==> src/rtl/rcau_pkg.sv <==
// Package: shared sizes and mode encodings for the pointer update unit.
// Assumes a 32-bit address space and a 2-bit access-width code.
package rcau_pkg;
    localparam int ADDR_W  = 32;
    localparam int NUM_PTR = 8;
    localparam int IDX_W   = $clog2(NUM_PTR);
    localparam int MODE_W  = 4;
    localparam int WID_W   = 2;

    typedef enum logic [MODE_W-1:0] {
        MODE_LINEAR = 4'b0000,
        MODE_REVC   = 4'b0001
    } rcau_mode_e;
endpackage

==> src/rtl/rcau_revadd.sv <==
// Module: reverse-carry adder. Adds two vectors with the carry running
// from the most significant bit down toward bit 0; the carry out of bit 0
// is dropped. Purely combinational.
module rcau_revadd #(
    parameter int W = 32
) (
    input  logic [W-1:0] a,
    input  logic [W-1:0] b,
    output logic [W-1:0] sum
);
    // Ripple the carry downward, one bit pair at a time.
    always_comb begin
        logic cy;
        cy  = 1'b0;
        sum = '0;
        for (int i = W - 1; i >= 0; i--) begin
            sum[i] = a[i] ^ b[i] ^ cy;
            cy     = (a[i] & b[i]) | (a[i] & cy) | (b[i] & cy);
        end
    end
endmodule

==> src/rtl/rcau_core.sv <==
// Module: combinational pointer update. Chooses linear or reverse-carry
// arithmetic from the mode code. In reverse-carry mode it scales the offset
// by the access width and clears the low result bits. Assumes the width
// code is 0..3, selecting a shift of the same amount.
module rcau_core
    import rcau_pkg::*;
#(
    parameter int AW = ADDR_W,
    parameter int WW = WID_W
) (
    input  logic [AW-1:0]     ptr,
    input  logic [AW-1:0]     offset,
    input  logic [WW-1:0]     width,
    input  logic [MODE_W-1:0] mode,
    output logic [AW-1:0]     result
);
    localparam logic [AW-1:0] ONE = AW'(1);

    logic [AW-1:0] scaled_off;
    logic [AW-1:0] low_mask;
    logic [AW-1:0] rc_sum;
    logic [AW-1:0] lin_sum;

    // Scale the offset by the access size and build the low-bit mask.
    always_comb begin
        scaled_off = offset << width;
        low_mask   = (ONE << width) - ONE;
    end

    rcau_revadd #(.W(AW)) u_revadd (
        .a   (ptr),
        .b   (scaled_off),
        .sum (rc_sum)
    );

    // Plain binary add for linear mode.
    always_comb lin_sum = ptr + offset;

    // Pick the arithmetic; unlisted mode codes fall back to linear.
    always_comb begin
        if (mode == MODE_REVC) result = rc_sum & ~low_mask;
        else                   result = lin_sum;
    end
endmodule

==> src/rtl/rcau_top.sv <==
// Module: pointer bank with reverse-carry/linear update. Holds NUM_PTR
// pointers, updates the one chosen by upd_idx through rcau_core, and writes
// the result back on a clock edge with upd_en high. Synchronous
// active-low reset clears every pointer.
module rcau_top
    import rcau_pkg::*;
(
    input  logic              clk,
    input  logic              rst_n,
    input  logic              upd_en,
    input  logic [IDX_W-1:0]  upd_idx,
    input  logic [MODE_W-1:0] mode,
    input  logic [WID_W-1:0]  width,
    input  logic [ADDR_W-1:0] offset,
    input  logic [IDX_W-1:0]  rd_idx,
    output logic [ADDR_W-1:0] upd_result,
    output logic [ADDR_W-1:0] rd_ptr
);
    logic [NUM_PTR-1:0][ADDR_W-1:0] ptr_q;
    logic [ADDR_W-1:0]              cur_ptr;

    // Select the pointer being updated and the one being read.
    always_comb begin
        cur_ptr = ptr_q[upd_idx];
        rd_ptr  = ptr_q[rd_idx];
    end

    rcau_core #(.AW(ADDR_W), .WW(WID_W)) u_core (
        .ptr    (cur_ptr),
        .offset (offset),
        .width  (width),
        .mode   (mode),
        .result (upd_result)
    );

    // One register per pointer; each loads only when addressed.
    for (genvar g = 0; g < NUM_PTR; g++) begin : g_bank
        always_ff @(posedge clk) begin
            if (!rst_n)                               ptr_q[g] <= '0;
            else if (upd_en && upd_idx == IDX_W'(g))  ptr_q[g] <= upd_result;
        end
    end
endmodule

==> config.mk <==
export PLATFORM = sky130hd
export DESIGN_NAME = rcau_top
export DESIGN_NICKNAME = d
export VERILOG_FILES = /design/src/rtl/rcau_pkg.sv /design/src/rtl/rcau_revadd.sv /design/src/rtl/rcau_core.sv /design/src/rtl/rcau_top.sv
export SDC_FILE = /design/constraint.sdc
export NUM_CORES = 1
export LEC_CHECK = 0
export ABC_AREA = 1
export BUFFER_PORTS_ARGS = -buffer_cell sky130_fd_sc_hd__buf_2
export CORE_AREA = 10 10 189 191
export CTS_BUF_LIST = sky130_fd_sc_hd__clkbuf_2
export DETAILED_ROUTE_END_ITERATION = 8
export DIE_AREA = 0 0 199 201
export PLACE_DENSITY = 0.79
export SLEW_MARGIN = 0
export SYNTH_ARGS = -nofsm -noshare
export SYNTH_HDL_FRONTEND = slang
export SYNTH_SLANG_ARGS = --single-unit
==> constraint.sdc <==
create_clock -name clk -period 32.4 [get_ports clk]
set_input_delay 9.72 -clock clk [delete_from_list [all_inputs] [get_ports clk]]
set_output_delay 9.72 -clock clk [all_outputs]
set_load 0.02 [all_outputs]
# Word-level counts from Yosys, hierarchy flattened

Cells that the tools add are included.

Reduce and logical (&&, ||, !) cells: 9
Bitwise operators: 216
Mux-type cells: 5
Add/subtract/negate cells: 2
Equality and inequality tests: 8
Shift operators: 2
Order comparisons: 2

Operator list:

| kind                                                 | count |
|---|---|
| binary-select mux 32 bit (select 3 bit)              | 2 |
| two-way mux 32 bit                                   | 3 |
| AND 1 bit                                            | 91 |
| XOR 1 bit                                            | 63 |
| bitwise OR 1 bit                                     | 60 |
| adder 32 bit                                         | 1 |
| AND 32 bit                                           | 1 |
| NOT 32 bit                                           | 1 |
| left shift 1 x 2 -> 32 bit (first input constant)    | 1 |
| left shift 32 x 2 -> 32 bit                          | 1 |
| subtractor 32 x 1 -> 32 bit (second input constant)  | 1 |
| equality test 3 bit (second input constant)          | 4 |
| logical AND 1 bit                                    | 8 |
| < comparator 3 x 4 -> 1 bit (second input constant)  | 2 |
| equality test 3 x 2 -> 1 bit (second input constant) | 2 |
| equality test 4 x 1 -> 1 bit (second input constant) | 1 |
| equality test 3 x 1 -> 1 bit (second input constant) | 1 |
| logical NOT 3 bit                                    | 1 |

Output and inout bits: 64
Logic and storage cells: 252
Input bits: 47
Register bits: 256

# Logic depth before layout (Yosys ltp)

Word-level depth: 96
Gate-level depth with buffers: 49

# Hierarchy

A second synthesis with hierarchy kept.

Cell total of the unflattened synthesis: 3423
Area total of the unflattened synthesis: 19068.3 sq um

Modules (own cells, without submodules):

| module      | cells an instance | sequential area each (sq um) | area an instance (sq um) | times used |
|---|---|---|---|---|
| rcau_top    | 2701              | 5124.9                       | 14968.1                  | 1 |
| rcau_core   | 682               | 0.0                          | 3449.6                   | 1 |
| rcau_revadd | 40                | 0.0                          | 650.6                    | 1 |

# Worst setup path before layout

OpenSTA, ideal clock, no wires.

Path type: input to output
Start point: in upd_idx[0]
End point: out upd_result[0]
Data required time: 22680 ps
Cell stages on the path: 44
Slack: -374 ps
Data arrival time: 23054 ps
Path buffers: 3
Path through: buf_2 nor2_2 buf_2 buf_1 a21oi_1 a32oi_1 fa_1 fa_1 inv_1 fa_1 inv_1 fa_1 inv_1 fa_1 fa_1 fa_1 fa_1 fa_1 [... 8 more ...] fa_1 fa_1 fa_1 fa_1 fa_1 fa_1 fa_1 fa_1 fa_1 fa_1 fa_1 fa_1 inv_1 fa_1 xnor2_1 xnor2_1 nand2_1 nand2_1

Cells in the longest elaborated chain, start to end: 96
Elaborated cells on any way between the ends: 158

RTL lines:

| element                                      | line              | source |
|---|---|---|
| start, declared                              | rcau_top.sv:11    | `input logic [IDX_W-1:0] upd_idx,` |
| binary-select mux 32 bit (select 3 bit) (*)  | rcau_top.sv:24    | `cur_ptr = ptr_q[upd_idx];` |
| two-way mux 32 bit (not written as such) (*) | rcau_top.sv:24    |  |
| AND 1 bit (2 in a row)                       | rcau_revadd.sv:18 | `cy = (a[i] & b[i]) \| (a[i] & cy) \| (b[i] & cy);` |
| bitwise OR 1 bit (2 in a row)                | rcau_revadd.sv:18 |  |
| AND 1 bit                                    | rcau_revadd.sv:18 |  |
| bitwise OR 1 bit (2 in a row)                | rcau_revadd.sv:18 |  |
| AND 1 bit                                    | rcau_revadd.sv:18 |  |
| bitwise OR 1 bit (2 in a row)                | rcau_revadd.sv:18 |  |
| [... 73 more ...]                            | -                 |  |
| bitwise OR 1 bit (2 in a row)                | rcau_revadd.sv:18 |  |
| AND 1 bit                                    | rcau_revadd.sv:18 |  |
| bitwise OR 1 bit (2 in a row)                | rcau_revadd.sv:18 |  |
| AND 1 bit                                    | rcau_revadd.sv:18 |  |
| bitwise OR 1 bit (2 in a row)                | rcau_revadd.sv:18 |  |
| XOR 1 bit                                    | rcau_revadd.sv:17 | `sum[i] = a[i] ^ b[i] ^ cy;` |
| AND 32 bit                                   | rcau_core.sv:41   | `if (mode == MODE_REVC) result = rc_sum & ~low_mask;` |
| two-way mux 32 bit (*)                       | rcau_core.sv:41   |  |
| end, declared                                | rcau_top.sv:16    | `output logic [ADDR_W-1:0] upd_result,` |

Every way passes the cells marked *; elsewhere a longest branch is shown, timed or not. The select of a mux whose other input is x is not followed.

# Worst setup path after layout

Ends and elaborated chain as after synthesis.

==> out/results.tsv <==
stage	metric	value	unit
yosys	ys_types	39	
yosys	netlist_instances	3011	
placed_design	portBuffers	110	
route	wl_met3	6.26	mm
yosys	synth_area_leaders	dfxtp_1 28%, inv_1 13%, nand2_1 13%, a21oi_1 9.3%, o21ai_0 7.6%	
yosys	synth_most_common_cell	inv_1	
job	cap_violations	0	
route	vias	20600	
floorplanning	fp-row-count	66	
worst_setup_path	cp-start-kind	input pin	
power	power_switching_share	0.386	
yosys	synthesis.area	0.0182	mm²
clock_tree	clockBufferDepth	3	
route	wl_per_cell	18.9	µm
cells_and_area	areaGrowthSynthToFinish	8.56	%
floorplanning	start_util	0.568	
worst_setup_path	crit_path_end_kind	output pin	
cells_and_area	nets	3191	
yosys	ys_ff_latch	256	
timing	drv_slew	0	
power	ir_drop	0.0305	mV
clock_tree	cts.sinks	256	
timing	setup_violations	0	
global_routing	gr-usage-all-layers	0.324	
clock_tree	clockRootBuffer	clkbuf_2	
floorplanning	core	0.0320	mm²
route	wl_met1	25.7	mm
cells_and_area	seq_area	0.00512	mm²
placed_design	gp_congestion	1.04	
yosys	syn_nets	3122	
timing	setup_ws	0.382	ns
yosys	synth_edf_count	0	
global_routing	grt_pass1_vias	19300	
worst_setup_path	path_common_cell	fa_2	
timing	rsz0062_at_grt	no	
power	pwr-share-seq	0.439	
worst_setup_path	path_class	input pin to output pin	
outcome	outcome	complete, no violations	
yosys	ys.flop_type	dfxtp_1	
worst_hold_path	hold_path.class	flip-flop to flip-flop	
global_routing	grt_overflow_total	0	
timing	finalHoldViolations	0	
floorplanning	die_area	0.0400	mm²
worst_setup_path	rrSetupSlack	19.49	ns
timing	hold_ws	0.567	ns
placed_design	dp_slack	-0.579	ns
worst_setup_path	crit_required	22.68	ns
yosys	yosysTopAreaCell	dfxtp_1	
route	drt_iter0_drc	2508	
power	total_power	0.756	mW
global_routing	grt_max_degree	153	
placed_design	hpwl	44.7	mm
timing	skew	0.0966	ns
global_routing	grt_pass1_wl	104	mm
timing	fmax	31.2	MHz
clock_tree	path_clk_slew	0.09	ns
power	powerDensity	38.3	mW/mm²
route	vias_per_cell	5.82	
cells_and_area	reg.largest.list	ptr_q (256)	
yosys	synth_common_cells	650 x inv_1, 626 x nand2_1, 337 x a21oi_1, 275 x o21ai_0, 256 x dfxtp_1	
timing	slew_headroom	0.202	
floorplanning	die_h	201	µm
yosys	yosysSeqAreaShare	0.282	
route	wl	66.6	mm
route	drc	0	
worst_setup_path	cp_data_arrival_time	22.30	ns
worst_setup_path	cp_max_fo	4	
clock_tree	cts_buffers	68	
power	internal_power	0.464	mW
clock_tree	hold_buffers	0	
worst_setup_path	critPathMaxStageDelay	0.40	ns
power	leakage	10.2	nW
worst_setup_path	slowest_stage	fa_1	
cells_and_area	fill_cells	3148	
route	dr_wl_met2	30.5	mm
floorplanning	die_w	199	µm
global_routing	antenna_found_initial	1	
power	p_clk_frac	0.291	
floorplanning	ioPinCount	111	
timing	fin_crit	32.02	ns
clock_tree	cts_tree	yes	
yosys	synth_top_area_share	0.282	
yosys	synthArstFlopShare	0	
yosys	yosys_warnings	0	
cells_and_area	largest_reg_flops	256	
cells_and_area	regMostFlops	ptr_q	
clock_tree	cts-htree-levels	3	
route	highest_layer	met4	
cells_and_area	multi_input_area	0.00999	mm²
cells_and_area	drive_above_1_share	0.111	
route	drtPass1Iterations	6	
route	ant_nets	0	
power	power.switching	0.292	mW
clock_tree	clock_latency	0.93	ns
timing	period_share	0.988	
yosys	avgSynthCellArea	6.05	µm²
clock_tree	cts_setup_buffers	0	
timing	worst_slew_pin_slew	1.20	ns
power	pwr-share-comb	0.269	
[worst max-delay path: cells and delay by family]
| family | cells | cell delay (ns) |
|---|---|---|
| AO/OA/AOI/OAI | 3 | 0.57 |
| XOR/XNOR | 2 | 0.30 |
| adder cells (fa/ha/maj) | 30 | 10.68 |
| buffers and inverters | 8 | 0.69 |
| AND/OR/NAND/NOR | 3 | 0.30 |
[metrics by stage]
step | instances | util | cell area, µm² | TNS, ns
floorplan | 3011 | - | 18200 | 0
finish | 3533 | 0.617 | 19800 | 0
CTS | 3532 | 0.616 | 19700 | 0
global route | 3533 | 0.617 | 19800 | 0
global placement | 3418 | 0.598 | 19200 | -0.904
detailed placement | 3418 | 0.598 | 19200 | -1.14
[timing repair]
action	in CTS	in global routing
resized for setup	15	8
setup endpoints to repair	3	3
pin swaps	3	3
[final cells by class]
cell class / count / area share
multi-input cells: 1912 / 0.506
flip-flops and latches: 256 / 0.259
inverters: 664 / 0.126
repair buffers: 178 / 0.0547
well taps: 408 / 0.0258
clock buffers: 97 / 0.0246
clock inverters: 17 / 0.00348
diodes: 1 / 0.000127
[cells by family after synthesis]
group / synth area share
AO/OA/AOI/OAI: 0.255
multiplexers: 0.00110
flip-flops: 0.282
adder cells (fa/ha/maj): 0.0568
buffers and inverters: 0.175
AND/OR/NAND/NOR: 0.225
XOR/XNOR: 0.00433
[metal layers]
| metal | vias up | GRT usage |
|---|---|---|
| met5 | - | 0 |
| met4 | 0 | 0.193 |
| li1 | 9762 | - |
| met2 | 1244 | 0.524 |
| met1 | 9295 | 0.394 |
| met3 | 265 | 0.0548 |
[final timing paths]
kind / endpoint / cells past startpoint / start
min reg2reg: ptr_q[153] / 4 / ptr_q[153]
max: upd_result[0] / 46 / upd_idx[0]
max reg2reg: ptr_q[193] / 43 / ptr_q[62]
min: ptr_q[153] / 4 / ptr_q[153]
[cell usage in the layout, fill, tap and decap left out, types with 2 or more instances in the layout]
cell type  instances
nor3_1             3
fa_1               6
inv_1            648
nor2_1           167
fa_2              25
or2_2             10
buf_4             70
nand3_1          170
dfxtp_1          256
o2111ai_1          2
nand2_2            2
xnor2_1            2
and2_1             4
clkbuf_2          97
nor2_4             6
o22ai_1           30
nand3b_1           6
o21bai_1           2
inv_2             16
buf_2            107
a21oi_1          337
o21ai_0          274
nand2_1          623
nand4_1            7
mux2i_1            2
clkinv_1          13
a211oi_1          20
a31oi_1           32
o21ai_1           34
clkinv_2           2
o221ai_1          28
a221oi_1          39
xor2_1             7
nor2_2             4
a22oi_1           30
ha_1              33
[power by group through the flow]
stage / clock (mW) / sequential (mW) / combinational, mW
detailed placement: 0 / 0.339 / 0.198
floorplan: 0 / 0.337 / 0.129
finish: 0.220 / 0.332 / 0.204
CTS: 0.220 / 0.332 / 0.199
global route: 0.236 / 0.333 / 0.223
global placement: 0 / 0.339 / 0.194
No activity file was read; power rests on OpenSTA's default activity.
